### config.mk
export PLATFORM = sky130hd
export DESIGN_NAME = dds_ctl_seq
export DESIGN_NICKNAME = d
export VERILOG_FILES = /design/src/rtl/dds_seq_pkg.sv /design/src/rtl/dds_spi_tx.sv /design/src/rtl/dds_cmd_seq.sv /design/src/rtl/dds_ctl_seq.sv
export SDC_FILE = /design/constraint.sdc
export NUM_CORES = 1
export LEC_CHECK = 0
export ABC_AREA = 1
export BUFFER_PORTS_ARGS = -buffer_cell sky130_fd_sc_hd__buf_2
export CAP_MARGIN = 5
export CORE_ASPECT_RATIO = 1.2
export CORE_MARGIN = 4
export CORE_UTILIZATION = 32
export DETAILED_ROUTE_END_ITERATION = 6
export PLACE_DENSITY = 0.57
export SYNTH_ARGS = -nofsm -noshare
export SYNTH_HDL_FRONTEND = slang
export SYNTH_SLANG_ARGS = --single-unit
export TNS_END_PERCENT = 50
### constraint.sdc
create_clock -name clk -period 1.8 [get_ports clk]
set_clock_uncertainty 0.2 [all_clocks]
set_input_delay 0 -clock clk [delete_from_list [all_inputs] [get_ports clk]]
set_output_delay 0 -clock clk [all_outputs]
set_load 0.005 [all_outputs]
### src/rtl/dds_seq_pkg.sv
package dds_seq_pkg;

  localparam int FRAME_W = 16;
  localparam int TUNE_W  = 28;
  localparam int HALF_TW = TUNE_W / 2;
  localparam int PH_W    = 12;
  localparam int STEP_W  = 4;

  typedef enum logic [2:0] {
    OP_INIT   = 3'd0,
    OP_RESET  = 3'd1,
    OP_FREQ   = 3'd2,
    OP_PHASE  = 3'd3,
    OP_FSEL   = 3'd4,
    OP_PSEL   = 3'd5,
    OP_OPTION = 3'd6,
    OP_NOP    = 3'd7
  } op_e;

  localparam logic [15:0] W_ARM     = 16'h2000;
  localparam logic [15:0] PFX_F0    = 16'h4000;
  localparam logic [15:0] PFX_F1    = 16'h8000;
  localparam logic [15:0] PFX_P0    = 16'hC000;
  localparam logic [15:0] PFX_P1    = 16'hE000;
  localparam logic [15:0] B_RESET   = 16'h0100;
  localparam logic [15:0] B_FSEL    = 16'h0800;
  localparam logic [15:0] B_PSEL    = 16'h0400;
  localparam logic [15:0] M_OPT     = 16'h003A;
  localparam logic [15:0] B_TRI     = 16'h0002;

  function automatic logic [15:0] set_bit(logic [15:0] sh, logic [15:0] b, logic v);
    return v ? (sh | b) : (sh & ~b);
  endfunction

  function automatic logic [15:0] apply_cmd(op_e op, logic sel, logic [TUNE_W-1:0] d,
                                            logic [15:0] sh);
    logic [15:0] r;
    r = sh;
    case (op)
      OP_INIT:  r = sh | B_RESET;
      OP_RESET: r = set_bit(sh, B_RESET, sel);
      OP_FSEL:  r = set_bit(sh, B_FSEL, sel);
      OP_PSEL:  r = set_bit(sh, B_PSEL, sel);
      OP_OPTION:
        case (d[2:0])
          3'd0: r = sh & ~M_OPT;
          3'd1: r = (sh & ~M_OPT) | 16'h0028;
          3'd2: r = (sh & ~M_OPT) | 16'h0020;
          3'd3: r = (sh & ~M_OPT) | 16'h0038;
          3'd4: r = (sh & ~M_OPT) | B_TRI;
          3'd5: r = sh & ~B_TRI;
          default: r = sh;
        endcase
      default: r = sh;
    endcase
    return r;
  endfunction

  function automatic logic [15:0] freq_frame(logic [1:0] k, logic hi_reg,
                                             logic [TUNE_W-1:0] w);
    logic [15:0] pfx;
    pfx = hi_reg ? PFX_F1 : PFX_F0;
    case (k)
      2'd0:    return W_ARM;
      2'd1:    return pfx | {2'b00, w[HALF_TW-1:0]};
      default: return pfx | {2'b00, w[TUNE_W-1:HALF_TW]};
    endcase
  endfunction

  function automatic logic [15:0] seq_frame(op_e op, logic sel, logic [TUNE_W-1:0] d,
                                            logic [15:0] sh, logic [STEP_W-1:0] step);
    logic [15:0] r;
    r = sh;
    case (op)
      OP_INIT:
        if (step <= 4'd1)      r = sh;
        else if (step <= 4'd4) r = freq_frame(2'(step - 4'd2), 1'b0, '0);
        else if (step <= 4'd7) r = freq_frame(2'(step - 4'd5), 1'b1, '0);
        else if (step == 4'd8) r = PFX_P0;
        else if (step == 4'd9) r = PFX_P1;
        else                   r = sh & ~B_RESET;
      OP_FREQ:  r = freq_frame(step[1:0], sel, d);
      OP_PHASE: r = (sel ? PFX_P1 : PFX_P0) | {4'b0000, d[PH_W-1:0]};
      default:  r = sh;
    endcase
    return r;
  endfunction

endpackage

### src/rtl/dds_spi_tx.sv
module dds_spi_tx #(
  parameter int CLK_HALF   = 2,
  parameter int GAP_HALVES = 4
) (
  input  logic        clk,
  input  logic        rst,
  input  logic        start,
  input  logic [15:0] frame,
  output logic        done,
  output logic        sclk,
  output logic        mosi,
  output logic        cs_n
);
  import dds_seq_pkg::*;

  localparam int CNT_W = (CLK_HALF > 1) ? $clog2(CLK_HALF) : 1;
  localparam int BIT_W = $clog2(FRAME_W);
  localparam int GAP_W = (GAP_HALVES > 1) ? $clog2(GAP_HALVES) : 1;

  typedef enum logic [2:0] {T_IDLE, T_LEAD, T_LOW, T_HIGH, T_TAIL, T_GAP} tst_e;

  tst_e               state;
  logic [CNT_W-1:0]   cnt;
  logic [BIT_W-1:0]   bitn;
  logic [GAP_W-1:0]   gapn;
  logic [FRAME_W-1:0] shreg;
  logic               half_end;

  assign half_end = (cnt == CNT_W'(CLK_HALF - 1));

  always_ff @(posedge clk) begin
    if (rst) begin
      state <= T_IDLE;
      cnt   <= '0;
      bitn  <= '0;
      gapn  <= '0;
      shreg <= '0;
      sclk  <= 1'b1;
      mosi  <= 1'b0;
      cs_n  <= 1'b1;
      done  <= 1'b0;
    end else begin
      done <= 1'b0;
      if (state != T_IDLE) cnt <= half_end ? '0 : cnt + 1'b1;
      case (state)
        T_IDLE:
          if (start) begin
            shreg <= frame;
            mosi  <= frame[FRAME_W-1];
            cs_n  <= 1'b0;
            bitn  <= '0;
            cnt   <= '0;
            state <= T_LEAD;
          end
        T_LEAD:
          if (half_end) begin
            sclk  <= 1'b0;
            state <= T_LOW;
          end
        T_LOW:
          if (half_end) begin
            sclk <= 1'b1;
            if (bitn == BIT_W'(FRAME_W - 1)) begin
              state <= T_TAIL;
            end else begin
              mosi  <= shreg[FRAME_W-2];
              shreg <= shreg << 1;
              bitn  <= bitn + 1'b1;
              state <= T_HIGH;
            end
          end
        T_HIGH:
          if (half_end) begin
            sclk  <= 1'b0;
            state <= T_LOW;
          end
        T_TAIL:
          if (half_end) begin
            cs_n  <= 1'b1;
            gapn  <= '0;
            state <= T_GAP;
          end
        T_GAP:
          if (half_end) begin
            if (gapn == GAP_W'(GAP_HALVES - 1)) begin
              done  <= 1'b1;
              state <= T_IDLE;
            end else begin
              gapn <= gapn + 1'b1;
            end
          end
        default: state <= T_IDLE;
      endcase
    end
  end

endmodule

### src/rtl/dds_cmd_seq.sv
module dds_cmd_seq (
  input  logic        clk,
  input  logic        rst,
  input  logic        cmd_valid,
  input  logic [2:0]  cmd_op,
  input  logic        cmd_sel,
  input  logic [27:0] cmd_data,
  output logic        cmd_ready,
  output logic        tx_start,
  output logic [15:0] tx_frame,
  input  logic        tx_done
);
  import dds_seq_pkg::*;

  typedef enum logic [1:0] {Q_IDLE, Q_SEND, Q_WAIT, Q_FIN} qst_e;

  qst_e              qstate;
  op_e               op_q;
  logic              sel_q;
  logic [TUNE_W-1:0] data_q;
  logic [STEP_W-1:0] step;
  logic [STEP_W-1:0] last;
  logic [15:0]       shadow;
  op_e               op_in;

  assign op_in    = op_e'(cmd_op);
  assign tx_start = (qstate == Q_SEND);
  assign tx_frame = seq_frame(op_q, sel_q, data_q, shadow, step);

  always_ff @(posedge clk) begin
    if (rst) begin
      qstate    <= Q_IDLE;
      op_q      <= OP_NOP;
      sel_q     <= 1'b0;
      data_q    <= '0;
      step      <= '0;
      last      <= '0;
      shadow    <= '0;
      cmd_ready <= 1'b1;
    end else begin
      case (qstate)
        Q_IDLE:
          if (cmd_valid && cmd_ready) begin
            cmd_ready <= 1'b0;
            op_q      <= op_in;
            sel_q     <= cmd_sel;
            data_q    <= cmd_data;
            step      <= '0;
            shadow    <= apply_cmd(op_in, cmd_sel, cmd_data, shadow);
            case (op_in)
              OP_INIT: last <= 4'd10;
              OP_FREQ: last <= 4'd2;
              default: last <= 4'd0;
            endcase
            qstate <= (op_in == OP_NOP) ? Q_FIN : Q_SEND;
          end
        Q_SEND: qstate <= Q_WAIT;
        Q_WAIT:
          if (tx_done) begin
            if (step == last) begin
              if (op_q == OP_INIT) shadow <= shadow & ~B_RESET;
              qstate <= Q_FIN;
            end else begin
              step   <= step + 1'b1;
              qstate <= Q_SEND;
            end
          end
        Q_FIN: begin
          cmd_ready <= 1'b1;
          qstate    <= Q_IDLE;
        end
        default: qstate <= Q_IDLE;
      endcase
    end
  end

endmodule

### src/rtl/dds_ctl_seq.sv
module dds_ctl_seq #(
  parameter int CLK_HALF   = 2,
  parameter int GAP_HALVES = 4
) (
  input  logic        clk,
  input  logic        rst,
  input  logic        cmd_valid,
  input  logic [2:0]  cmd_op,
  input  logic        cmd_sel,
  input  logic [27:0] cmd_data,
  output logic        cmd_ready,
  output logic        spi_sclk,
  output logic        spi_mosi,
  output logic        spi_cs_n
);

  logic        tx_start;
  logic        tx_done;
  logic [15:0] tx_frame;

  dds_cmd_seq u_seq (
    .clk       (clk),
    .rst       (rst),
    .cmd_valid (cmd_valid),
    .cmd_op    (cmd_op),
    .cmd_sel   (cmd_sel),
    .cmd_data  (cmd_data),
    .cmd_ready (cmd_ready),
    .tx_start  (tx_start),
    .tx_frame  (tx_frame),
    .tx_done   (tx_done)
  );

  dds_spi_tx #(
    .CLK_HALF   (CLK_HALF),
    .GAP_HALVES (GAP_HALVES)
  ) u_tx (
    .clk   (clk),
    .rst   (rst),
    .start (tx_start),
    .frame (tx_frame),
    .done  (tx_done),
    .sclk  (spi_sclk),
    .mosi  (spi_mosi),
    .cs_n  (spi_cs_n)
  );

endmodule

==> results.txt <==
Worst EP arrival: 1.76 ns
Proportion of synthesized area in mux cells: 0%
Drt via density: 4.82
Total wire length: 10,500 um
Port Buf Inserts: 38
Top cell family by delay on the critical path: simple AND/OR/NAND/NOR gates
Diode count: 0
Cell count along the critical path: 9
Largest family of logic cells by synthesized area: simple AND/OR/NAND/NOR gates
Yosys synthesis warning count: 0
Post-synth EDFFs: 0
Vias in the first global route: 3,732
Critical path startpoint category: register
Syn Inst Count: 563
CTS tree: built
Placed Cells: 761
Share of cells above drive strength 1: 19.5%
Final period utilization: 93.9%
Initial Util: 33.1%
Clock Tree Buf Depth: 2
Slew HR: 65.3%
IO Pins: 39
Root Buffer: clkbuf_16
Gr ovfl total: 0
Worst-path fanout max: 23
Sequential area share after synthesis: 39.9%
Critical Path, Cell by Cell: buf_4, nor2_4, nand2_2, nand2_4, nand2_4, buf_12, a21oi_1, nand2_1, a21oi_1
Area growth syn-to-layout: 32.8%
Worst-path clk slew: 0.06 ns
Total GRT Usage: 16.0%
Status: finished clean
Final hold slack: 0.249 ns
Clk sinks: 77
Routing usage on met3: 3.01%
Row count: 43
Critical-path top delay cell: dfxtp_1
Die Area: 13,900 um2
Core box area: 11,700 um2
Min-Delay Path Class: in2reg
Most frequent cells in the layout: 121 x nand2_1, 75 x dfxtp_1, 62 x nor2_1
Worst skew pair latency: 0.34 ns
RSZ-0062 raised after global routing: yes
Final non-filler cell total: 813
Worst R2R Setup Slack: 0.11 ns
Min-delay src: cmd_data[12]
WHS Endpoint: u_seq.data_q[12]$_SDFFE_PP0P_
Pleak: 2.20 nW
Count of cell types in the netlist: 38
Placed Area: 4390 um2
Max-slew violations: 0
Simple-Gate Fraction of Synth Area: 26.5%
Critical path required time: 1.87 ns
Layout Nets: 692
Actual transition at the worst max-transition pin: 0.515 ns
Synth Area in Compound Gates: 22.3%
Max Cap Violations: 0
RR Endpoint: u_tx.shreg[3]$_SDFFE_PP0P_
Die height: 128 um
GRT met2 Usage: 27.5%
DR vias: 3,919
Htree depth: 3
Syn nets: 604
GR Layer Usage met1: 19.5%
Max incr delay on CP: 0.37 ns
Worst R2R Start: u_tx.state[2]$_SDFFE_PP0P_
Max IR drop VDD: 0.513 mV
Post-Synth XOR/XNOR Area: 0.453%
DRT iter0 DRCs: 210
Most common cell after layout, fill and taps aside: nand2_1
Hpwl dp: 7520 um
Area of the mapped netlist: 3870 um2
Fmax: 0.591 GHz
FF-to-FF path depth: 9
WHS Path Cells: 4
#FFs+latches synth: 77
Wire length per cell: 12.9 um
Placer Congestion: 0.892
Tmin final: 1.69 ns
Post-Synth Adder-Cell Area: 1.94%
DR pass1 iterations: 4
Hold Fails Final Rpt: 0
Crit path kind: reg2reg
DRC violations left: 0
Grt peak-use layer: met2
Final setup vio count: 0
Top FF cell, synth: dfxtp_1
Fraction of registers with async set/reset: 0%
Worst path bufs/invs: 2
Largest net degree at the start of global routing: 30
Crit. End Element: register
Initial antenna violation count: 0
Sum Neg Setup Slack: 0 ns
Remaining antenna violation count: 0
Power Dens Cells: 1170 nW/um2
Finished Cell Area: 5130 um2
TritonCTS Buffers: 9
Synthesized area per cell: 6.87 um2
Die width: 108 um
Global-route wire length before repair: 17,600 um
Final Util: 44.0%
[layer usage]
layer,vias to the layer above,wire length [um]
met5,-,0
met4,0,185
met3,13,513
met2,76,5180
met1,1803,4620
li1,2027,-
[final cells by class]
| type | instances | area, um2 |
|---|---|---|
| repair buffers | 104 | 821 |
| flip-flops and latches | 77 | 1550 |
| well taps | 157 | 196 |
| inverters | 55 | 214 |
| clock inverters | 5 | 75.1 |
| fillers | 1216 | 6540 |
| multi-input cells | 404 | 2050 |
| clock buffers | 11 | 233 |
[worst max-delay path by stage]
stage	startpoint	endpoint	slack, ns
6_report	u_tx.state[2]$_SDFFE_PP0P_	u_tx.shreg[3]$_SDFFE_PP0P_	0.11
5_1_grt	u_seq.step[0]$_SDFFE_PP0P_	u_tx.shreg[1]$_SDFFE_PP0P_	-0.01
4_1_cts	u_seq.step[1]$_SDFFE_PP0P_	u_tx.mosi$_SDFFE_PP0P_	0.0004
3_5_place_dp	u_seq.step[1]$_SDFFE_PP0P_	u_tx.shreg[4]$_SDFFE_PP0P_	0.01
3_3_place_gp	u_seq.step[0]$_SDFFE_PP0P_	u_tx.shreg[4]$_SDFFE_PP0P_	0.07
2_1_floorplan	u_seq.step[1]$_SDFFE_PP0P_	u_tx.shreg[4]$_SDFFE_PP0P_	0.04
[tightest hold or removal path: stages]
cell and delay [ns]:
dlygate4sd3_1 0.52, buf_2 0.09, o21ai_0 0.07, nor2_1 0.07
[cell usage after synthesis (all sizes together) (6+ instances only)]
cell type	instances	share of area, %
nand3	25	3.4
a21oi	66	8.9
nand2	131	13
clkbuf	14	1.4
nor2	73	7.7
inv	54	5.2
dfxtp	77	40
ha	6	1.9
o21ai	63	8.2
o21a	6	1.2
buf	13	2.3
[cell families (layout without fill, tap and decap cells)]
kind of cell	after synthesis	after routing
flops	77	77
fa+ha+maj	6	6
compound gates	156	156
buf+inv	82	175
xor+xnor	2	2
simple gates	240	240
[per-stage QoR]
| stage | total power (W) | setup slack (ns) |
|---|---|---|
| floorplan | 0.00348 | 0.0414 |
| detailed placement | 0.00405 | 0.0136 |
| global route | 0.00644 | -0.0133 |
| global placement | 0.00403 | 0.0664 |
| CTS | 0.00602 | 0.000368 |
| finish | 0.00601 | 0.109 |
[repair_timing]
action | in CTS | in global routing
resized for setup | 1 | 27
hold buffers | 34 | 0
setup endpoints to repair | 4 | 33
setup buffers | 0 | 2
pin swaps | 0 | 5
hold endpoints to repair | 57 | 0
[power breakdown]
part	switching, W	internal [W]	total [W]
sequential	0.000171	0.00198	0.00216
clock	0.000693	0.00121	0.00190
combinational	0.00116	0.000786	0.00195
[flip-flops by register name (all words and copies together), names as in the netlist, 2 cells and up]
signal	cells
u_seq.data_q	28
u_seq.last	2
u_seq.op_q	3
u_seq.qstate	2
u_seq.shadow	7
u_seq.step	4
u_tx.bitn	4
u_tx.gapn	2
u_tx.shreg	15
u_tx.state	3
(Power assumes the default switching activity.)
